File: config.mk
export PLATFORM = sky130hd
export DESIGN_NAME = rs_enc_stream
export DESIGN_NICKNAME = d
export VERILOG_FILES = /design/src/rtl/rs_enc_pkg.sv /design/src/rtl/rs_gf_cmul.sv /design/src/rtl/rs_lfsr.sv /design/src/rtl/rs_enc_ctrl.sv /design/src/rtl/rs_enc_stream.sv
export SDC_FILE = /design/constraint.sdc
export NUM_CORES = 1
export LEC_CHECK = 0
export BUFFER_PORTS_ARGS = -buffer_cell sky130_fd_sc_hd__buf_2
export CORE_MARGIN = 8
export CORE_UTILIZATION = 55
export DETAILED_ROUTE_END_ITERATION = 16
export PLACE_DENSITY = 0.81
export RECOVER_POWER = 100
export SETUP_SLACK_MARGIN = 0.05
export SYNTH_ARGS = -nofsm -noshare
export SYNTH_HDL_FRONTEND = slang
export SYNTH_HIERARCHICAL = 1
export SYNTH_SLANG_ARGS = --single-unit
export TNS_END_PERCENT = 50
File: constraint.sdc
create_clock -name clk_i -period 13.84 [get_ports clk_i]
set_input_delay 0.692 -clock clk_i [delete_from_list [all_inputs] [get_ports clk_i]]
set_output_delay 0.692 -clock clk_i [all_outputs]
set_load 0.02 [all_outputs]
File: src/rtl/rs_enc_pkg.sv
package rs_enc_pkg;

  typedef enum logic {ST_MSG, ST_PAR} enc_state_e;

  // Generic GF(2^w) multiply, w <= 15, field polynomial includes bit w
  function automatic logic [15:0] gf_mul(logic [15:0] a, logic [15:0] b, int w,
                                         logic [16:0] poly);
    logic [15:0] acc;
    logic [16:0] x;
    acc = '0;
    x   = {1'b0, a};
    for (int i = 0; i < 16; i++) begin
      if (i < w) begin
        if (b[i]) acc = acc ^ x[15:0];
        x = x << 1;
        if (x[w]) x = x ^ poly;
      end
    end
    return acc;
  endfunction

  // Coefficient idx of prod_{r<npar} (x + alpha^r), alpha = x
  function automatic logic [15:0] gen_coef(int idx, int npar, int w, logic [16:0] poly);
    logic [15:0] g [0:64];
    logic [15:0] root;
    for (int i = 0; i <= 64; i++) g[i] = '0;
    g[0] = 16'd1;
    root = 16'd1;
    for (int r = 0; r < 64; r++) begin
      if (r < npar) begin
        for (int i = 64; i >= 1; i--) begin
          if (i <= r + 1) g[i] = g[i-1] ^ gf_mul(g[i], root, w, poly);
        end
        g[0] = gf_mul(g[0], root, w, poly);
        root = gf_mul(root, 16'd2, w, poly);
      end
    end
    return g[idx];
  endfunction

endpackage

File: src/rtl/rs_gf_cmul.sv
module rs_gf_cmul #(
  parameter int          SYM_W     = 8,
  parameter logic [16:0] PRIM_POLY = 17'h11D,
  parameter logic [SYM_W-1:0] COEF = '0
) (
  input  logic [SYM_W-1:0] a_i,
  output logic [SYM_W-1:0] y_o
);
  localparam logic [15:0] COEF_W = 16'(COEF);

  logic [15:0] a_w;

  // Constant operand: reduces to an XOR network
  always_comb begin
    a_w = '0;
    a_w[SYM_W-1:0] = a_i;
    y_o = SYM_W'(rs_enc_pkg::gf_mul(a_w, COEF_W, SYM_W, PRIM_POLY));
  end
endmodule

File: src/rtl/rs_lfsr.sv
module rs_lfsr #(
  parameter int          SYM_W     = 8,
  parameter int          NPAR      = 32,
  parameter logic [16:0] PRIM_POLY = 17'h11D
) (
  input  logic             clk_i,
  input  logic             rst_ni,
  input  logic             shift_i,
  input  logic             clear_i,
  input  logic             drain_i,
  input  logic [SYM_W-1:0] din_i,
  output logic [SYM_W-1:0] tail_o
);
  logic [NPAR-1:0][SYM_W-1:0] rem_q, rem_d, base, prod;
  logic [SYM_W-1:0]           fb;

  assign base = clear_i ? '0 : rem_q;
  assign fb   = din_i ^ base[NPAR-1];

  for (genvar i = 0; i < NPAR; i++) begin : g_stage
    localparam logic [15:0] COEF_W = rs_enc_pkg::gen_coef(i, NPAR, SYM_W, PRIM_POLY);
    rs_gf_cmul #(
      .SYM_W(SYM_W), .PRIM_POLY(PRIM_POLY), .COEF(COEF_W[SYM_W-1:0])
    ) i_cmul (
      .a_i(fb),
      .y_o(prod[i])
    );
  end

  always_comb begin
    rem_d = rem_q;
    if (shift_i) begin
      rem_d[0] = prod[0];
      for (int i = 1; i < NPAR; i++) rem_d[i] = base[i-1] ^ prod[i];
    end else if (drain_i) begin
      rem_d[0] = '0;
      for (int i = 1; i < NPAR; i++) rem_d[i] = rem_q[i-1];
    end
  end

  always_ff @(posedge clk_i or negedge rst_ni) begin
    if (!rst_ni) rem_q <= '0;
    else         rem_q <= rem_d;
  end

  assign tail_o = rem_q[NPAR-1];
endmodule

File: src/rtl/rs_enc_ctrl.sv
module rs_enc_ctrl #(
  parameter int NPAR    = 32,
  parameter int MAX_MSG = 223
) (
  input  logic clk_i,
  input  logic rst_ni,
  input  logic in_valid_i,
  input  logic in_sob_i,
  input  logic in_eob_i,
  output logic ready_o,
  output logic accept_o,
  output logic clear_o,
  output logic drain_o,
  output logic last_o
);
  import rs_enc_pkg::*;

  localparam int CNT_W  = $clog2(MAX_MSG);
  localparam int PCNT_W = $clog2(NPAR);

  enc_state_e        state_q;
  logic [CNT_W-1:0]  msg_cnt_q, cnt_eff;
  logic [PCNT_W-1:0] par_cnt_q;
  logic              end_msg;

  assign ready_o  = (state_q == ST_MSG);
  assign accept_o = in_valid_i && ready_o;
  assign clear_o  = accept_o && in_sob_i;
  assign cnt_eff  = in_sob_i ? '0 : msg_cnt_q;
  assign end_msg  = accept_o && (in_eob_i || cnt_eff == CNT_W'(MAX_MSG - 1));
  assign drain_o  = (state_q == ST_PAR);
  assign last_o   = drain_o && (par_cnt_q == PCNT_W'(NPAR - 1));

  always_ff @(posedge clk_i or negedge rst_ni) begin
    if (!rst_ni) begin
      state_q   <= ST_MSG;
      msg_cnt_q <= '0;
      par_cnt_q <= '0;
    end else begin
      if (accept_o) msg_cnt_q <= end_msg ? '0 : cnt_eff + 1'b1;
      case (state_q)
        ST_MSG: if (end_msg) begin
          state_q   <= ST_PAR;
          par_cnt_q <= '0;
        end
        default: begin
          par_cnt_q <= par_cnt_q + 1'b1;
          if (last_o) state_q <= ST_MSG;
        end
      endcase
    end
  end
endmodule

File: src/rtl/rs_enc_stream.sv
module rs_enc_stream #(
  parameter int          SYM_W     = 8,
  parameter int          NPAR      = 32,
  parameter int          MAX_MSG   = 223,
  parameter logic [16:0] PRIM_POLY = 17'h11D
) (
  input  logic             clk_i,
  input  logic             rst_ni,
  input  logic             in_valid_i,
  output logic             in_ready_o,
  input  logic [SYM_W-1:0] in_data_i,
  input  logic             in_sob_i,
  input  logic             in_eob_i,
  output logic             out_valid_o,
  output logic [SYM_W-1:0] out_data_o,
  output logic             out_par_o,
  output logic             out_last_o
);
  logic             accept, clear, drain;
  logic [SYM_W-1:0] tail;

  rs_enc_ctrl #(.NPAR(NPAR), .MAX_MSG(MAX_MSG)) i_ctrl (
    .clk_i     (clk_i),
    .rst_ni    (rst_ni),
    .in_valid_i(in_valid_i),
    .in_sob_i  (in_sob_i),
    .in_eob_i  (in_eob_i),
    .ready_o   (in_ready_o),
    .accept_o  (accept),
    .clear_o   (clear),
    .drain_o   (drain),
    .last_o    (out_last_o)
  );

  rs_lfsr #(.SYM_W(SYM_W), .NPAR(NPAR), .PRIM_POLY(PRIM_POLY)) i_lfsr (
    .clk_i  (clk_i),
    .rst_ni (rst_ni),
    .shift_i(accept),
    .clear_i(clear),
    .drain_i(drain),
    .din_i  (in_data_i),
    .tail_o (tail)
  );

  assign out_valid_o = accept || drain;
  assign out_data_o  = drain ? tail : in_data_i;
  assign out_par_o   = drain;
endmodule

* Word-level counts from Yosys, hierarchy flattened
Index checks and enable logic that the tools add are counted.
Cells by class: bitwise operators 98, reductions and logical operators 8, muxes and demuxes 18, add/subtract/negate cells 2, eq/ne operators 2
Operators by type and width (number):
- $mux W256 | 3
- $xor A8 B8 Y8 | 90
- $mux W5 | 9
- $not A4 Y4 | 7
- $mux W8 | 3
- $add A8 B1 Y8 const B | 1
- $eq A8 B8 Y1 const B | 1
- $add A5 B1 Y5 const B | 1
- $eq A5 B5 Y1 const B | 1
- $logic_and A1 B1 Y1 | 4
- $reduce_bool A2 Y1 | 2
- $mux W1 | 3
- $logic_or A1 B1 Y1 | 2
- $not A1 Y1 | 1
Storage, ports and cells: register bits after elaboration 270

* Logic depth before layout (Yosys ltp)
depth after elaboration 22, mapped depth 15, gate-level depth less buffers 11

* Cells and area by module
The synthesis kept the hierarchy.
By module, submodules not included:
- rs_lfsr | cells each 1385, area an instance 15832.7 µm², seq. area each 6406.1 µm², instances 1
- rs_enc_ctrl | cells each 85, area an instance 838.3 µm², seq. area each 350.3 µm², instances 1
- rs_gf_cmul at i_lfsr.g_stage[14].i_cmul ... | cells each 17, area an instance 166.4 µm², seq. area each 0.0 µm², instances 2
- rs_gf_cmul at i_lfsr.g_stage[9].i_cmul | cells each 19, area an instance 299.0 µm², seq. area each 0.0 µm², instances 1
- rs_gf_cmul at i_lfsr.g_stage[5].i_cmul | cells each 17, area an instance 256.5 µm², seq. area each 0.0 µm², instances 1
- rs_gf_cmul at i_lfsr.g_stage[0].i_cmul | cells each 17, area an instance 224.0 µm², seq. area each 0.0 µm², instances 1
- rs_gf_cmul at i_lfsr.g_stage[19].i_cmul | cells each 18, area an instance 224.0 µm², seq. area each 0.0 µm², instances 1
- rs_gf_cmul at i_lfsr.g_stage[12].i_cmul | cells each 15, area an instance 220.2 µm², seq. area each 0.0 µm², instances 1
- rs_gf_cmul at i_lfsr.g_stage[21].i_cmul ... | cells each 12, area an instance 105.1 µm², seq. area each 0.0 µm², instances 2
- rs_gf_cmul at i_lfsr.g_stage[8].i_cmul | cells each 18, area an instance 210.2 µm², seq. area each 0.0 µm², instances 1
- rs_gf_cmul at i_lfsr.g_stage[11].i_cmul | cells each 13, area an instance 200.2 µm², seq. area each 0.0 µm², instances 1
- rs_gf_cmul at i_lfsr.g_stage[26].i_cmul | cells each 18, area an instance 195.2 µm², seq. area each 0.0 µm², instances 1
- rs_gf_cmul at i_lfsr.g_stage[23].i_cmul | cells each 13, area an instance 191.4 µm², seq. area each 0.0 µm², instances 1
- rs_gf_cmul at i_lfsr.g_stage[13].i_cmul | cells each 19, area an instance 190.2 µm², seq. area each 0.0 µm², instances 1
- +19 rows

* Least setup slack after synthesis
Ideal clock, no wire load.
kind input-to-reg, start point input in_valid_i, end point register i_lfsr/rem_q[136] in the netlist's numbering, cell stages on the path 13, data required time 13709 ps, path buffers 3, slack 4589 ps, data arrival time 9121 ps, cell sequence nand2b_1 buf_6 inv_2 clkbuf_1 and2_1 clkbuf_1 inv_2 nand2_1 xnor2_1 xnor3_2 xnor3_1 xnor2_1 mux2i_1
RTL lines:
- from (decl) | RTL line rs_enc_stream.sv:9 | input logic in_valid_i,
- to (signal assigned) | RTL line rs_lfsr.sv:43 | else rem_q <= rem_d;
- to (decl) | RTL line rs_lfsr.sv:14 | logic [NPAR-1:0][SYM_W-1:0] rem_q, rem_d, base, prod;

* Worst setup path after layout
start point register i_ctrl.state_q (netlist: i_ctrl/drain_o), end point output out_valid_o
On the way: cells in the longest elaborated chain, start to end 3
RTL lines:
- from (decl) | RTL line rs_enc_ctrl.sv:21 | enc_state_e state_q;
- from (signal assigned) | RTL line rs_enc_ctrl.sv:36 | state_q <= ST_MSG;
- from (signal assigned) | RTL line rs_enc_ctrl.sv:43 | state_q <= ST_PAR;
- from (signal assigned) | RTL line rs_enc_ctrl.sv:48 | if (last_o) state_q <= ST_MSG;
- $not A1 Y1
- $logic_and A1 B1 Y1 | RTL line rs_enc_ctrl.sv:27 | assign accept_o = in_valid_i && ready_o;
- $logic_or A1 B1 Y1 * | RTL line rs_enc_stream.sv:45 | assign out_valid_o = accept || drain;
- to (decl) | RTL line rs_enc_stream.sv:14 | output logic out_valid_o,
Every way passes the cells marked *; elsewhere a longest branch is shown, timed or not.

==> metrics <==
status=complete, but fails checks; failing checks=capacitance limit, slew limit; Hold Violations, Final=0; layout net count=about 1900; synthesis-to-layout area growth=6.05%; data arrival time of the worst path=between 7000 and 8000 ps; final core utilization=roughly 59%; Setup TNS Final=0 ps; CTS sink cnt=between 200 and 300; period utilisation layout=62.6%; Routed Antenna Nets=0; endpoint class of the critical path=output port; CTS tree=done; DR WL/cell=about 19 um; yosys warns=6; worst-path fanout max=55; antenna violations before repair=0; fillers=approximately 3300; vias in the first global route=~14000; Worst-Margin Slew=slightly above 6000 ps; First-pass DRT Iterations=4; skew final=roughly 22 ps; clk_lat worst skew=530 ps; die area=46800 um2; total gr overflow=0; Syn Nets=1963; Starting Density=between 50% and 60%; vias per cell=around 5.5; Synth Register Bits=270; worst-case clock buffer depth=3; Setup Fix Bufs, Post-CTS=0; Slew HR=-303%; IO Pins=25; commonest cells in the netlist=mux2i_1, xnor2_1, dfrtp_1; die height=216 um; RSZ-0062 raised after global routing=no; Max Freq=0.115 GHz; hold_buf cts=0; most common cell in the netlist=mux2i_1; H-Tree Depth=2; Gate Count Post-Synth=about 1900; Reg-to-Reg Start=i_ctrl/drain_o; drt total wl=46.4 mm; register area share after synthesis=just over 30%; Max Cap Viol=10; DR iter-0 viols=796; post-synth top area share=a little under a third; Async SR Flop Fraction=between 90% and 100%; Post-synth EDFFs=0; Hold WC Path Type=in -> reg; WP data required=13150 ps; Mapped Area=22100 um2; WS Path Type=reg -> out; startpoint type of the worst setup path=flip-flop; CTS buffer count=34; Site Rows=73; Setup WS pre-CTS=~8100 ps; final setup violation count=0; largest net degree at the start of global routing=roughly 210; Vias=about 14000; max-slew violations=540; largest area contributor in the netlist=dfrtp_1; most area-consuming cells after synthesis=dfrtp_1, mux2i_1, xnor2_1; Root Driver=clkbuf_16; PortBufs=24; HP Start=in_eob_i; Mean Syn Cell Area=11.4 um2; Hold Path Sink=i_ctrl/msg_cnt_q[5]; CTS resizes=0; Total Routing Usage GR=about a fifth; share of layout cells above drive strength 1=between 6 and 7%; core area=around 40000 um2; chip width=between 200 and 250 um; Cell variety after synth=47; R2R setup slack=around 5500 ps; final HPWL from detailed placement=27.3 mm; Ant. Diodes=0; worst r2r dst=i_lfsr/rem_q[18]; worst hold path stage count=4; clk slew on worst S/H paths=approximately 60 ps; cells on worst reg2reg path=13; min Tclk post-route=8660 ps; Synth Flop Type=dfrtp_1; first-pass GRT wire length=77.4 mm; Setup WS post-layout=slightly above 5000 ps; GPL Wtd Cong=0.803; DRC violations left=0
cells in the final DEF, fill, tap and decap left out, types with 2 or more instances in the layout:
master | Yosys | layout
clkbuf_1 | 14 | 22
a21oi_1 | 6 | 6
nor2b_1 | 249 | 249
or4b_1 | 4 | 4
nand2b_1 | 10 | 10
buf_2 | 71 | 19
xor2_2 | 11 | 8
dfrtp_1 | 270 | 270
o21ai_0 | 13 | 15
clkbuf_8 | 0 | 9
nand4_1 | 2 | 2
mux2_1 | 0 | 7
buf_12 | 0 | 2
xor3_1 | 8 | 12
xor3_4 | 5 | 5
xnor3_2 | 7 | 3
xor2_1 | 112 | 115
xnor2_2 | 16 | 17
buf_4 | 22 | 15
nand3_1 | 3 | 3
o31ai_1 | 2 | 2
xnor2_1 | 490 | 489
nor3b_1 | 2 | 2
clkinv_2 | 0 | 4
nand2_1 | 25 | 25
inv_1 | 9 | 10
clkbuf_16 | 0 | 35
ha_1 | 4 | 4
mux2i_1 | 499 | 499
nor2_1 | 2 | 2
xnor3_1 | 50 | 54
o21bai_1 | 1 | 2
per-layer routing:
| layer | global-route usage, % | vias to the layer above | share of wire, % |
|---|---|---|---|
| li1 | - | 6395 | - |
| met1 | 26.7 | 6987 | 46 |
| met2 | 32.9 | 166 | 48 |
| met3 | 2.95 | 80 | 2.9 |
| met4 | 5.57 | 0 | 2.4 |
| met5 | 0 | - | 0 |
logic make-up (layout without fill, tap and decap cells):
family | Yosys count | after routing | synth area share (%)
DFF | 270 | 270 | 30.6
and+or+nand+nor | 304 | 304 | 8.42
adders and majority gates | 4 | 4 | 0.227
muxes | 507 | 507 | 23.2
buffers and inverters | 126 | 119 | 3.09
xor gates and xnor gates | 703 | 703 | 33.6
AOI/OAI and AO/OA | 32 | 32 | 0.878
metrics by stage:
stage          instance area (um2)  instances  hold WS [ps]
2_1_floorplan                22100       1946           396
3_3_place_gp                 22500       2406           534
3_5_place_dp                 22500       2406           558
4_1_cts                      23600       2464           233
5_1_grt                      23400       2464           587
6_report                     23400       2464           558
area by class of cell:
class                   count  area (um2)  area share, %
multi-input cells        1550       14600           62.3
flip-flops and latches    270        6760           28.8
clock buffers              52        1030           4.40
well taps                 525         657           2.80
repair buffers             50         300           1.28
inverters                  11        48.8          0.208
clock inverters             6        36.3          0.155
sequential cells by signal, summed over array words and instances, names as in the netlist:
| signal | count |
|---|---|
| i_ctrl/drain_o | 1 |
| i_ctrl/par_cnt_q | 5 |
| i_lfsr/rem_q | 248 |
| i_lfsr/tail_o | 8 |
| i_ctrl/msg_cnt_q | 8 |
how the worst max path moves through the flow:
stage                    from                 to  slack, ps
2_1_floorplan      in_valid_i  i_lfsr/rem_q[136]       4590
3_3_place_gp       in_valid_i  i_lfsr/rem_q[103]       8280
3_5_place_dp       in_valid_i   i_lfsr/rem_q[18]       8100
4_1_cts        i_ctrl/drain_o   i_lfsr/rem_q[18]       8130
5_1_grt        i_ctrl/drain_o        out_valid_o       4760
6_report       i_ctrl/drain_o        out_valid_o       5180
worst max-delay path, cell delays in order (launching register included):
cell and delay [ps]:
dfrtp_1 1150, clkbuf_1 2800, clkbuf_1 2940, or2_1 290, clkbuf_1 240
Power is not shown: default switching activity piles up to over one toggle a cycle in this logic, so the estimate is an artifact.
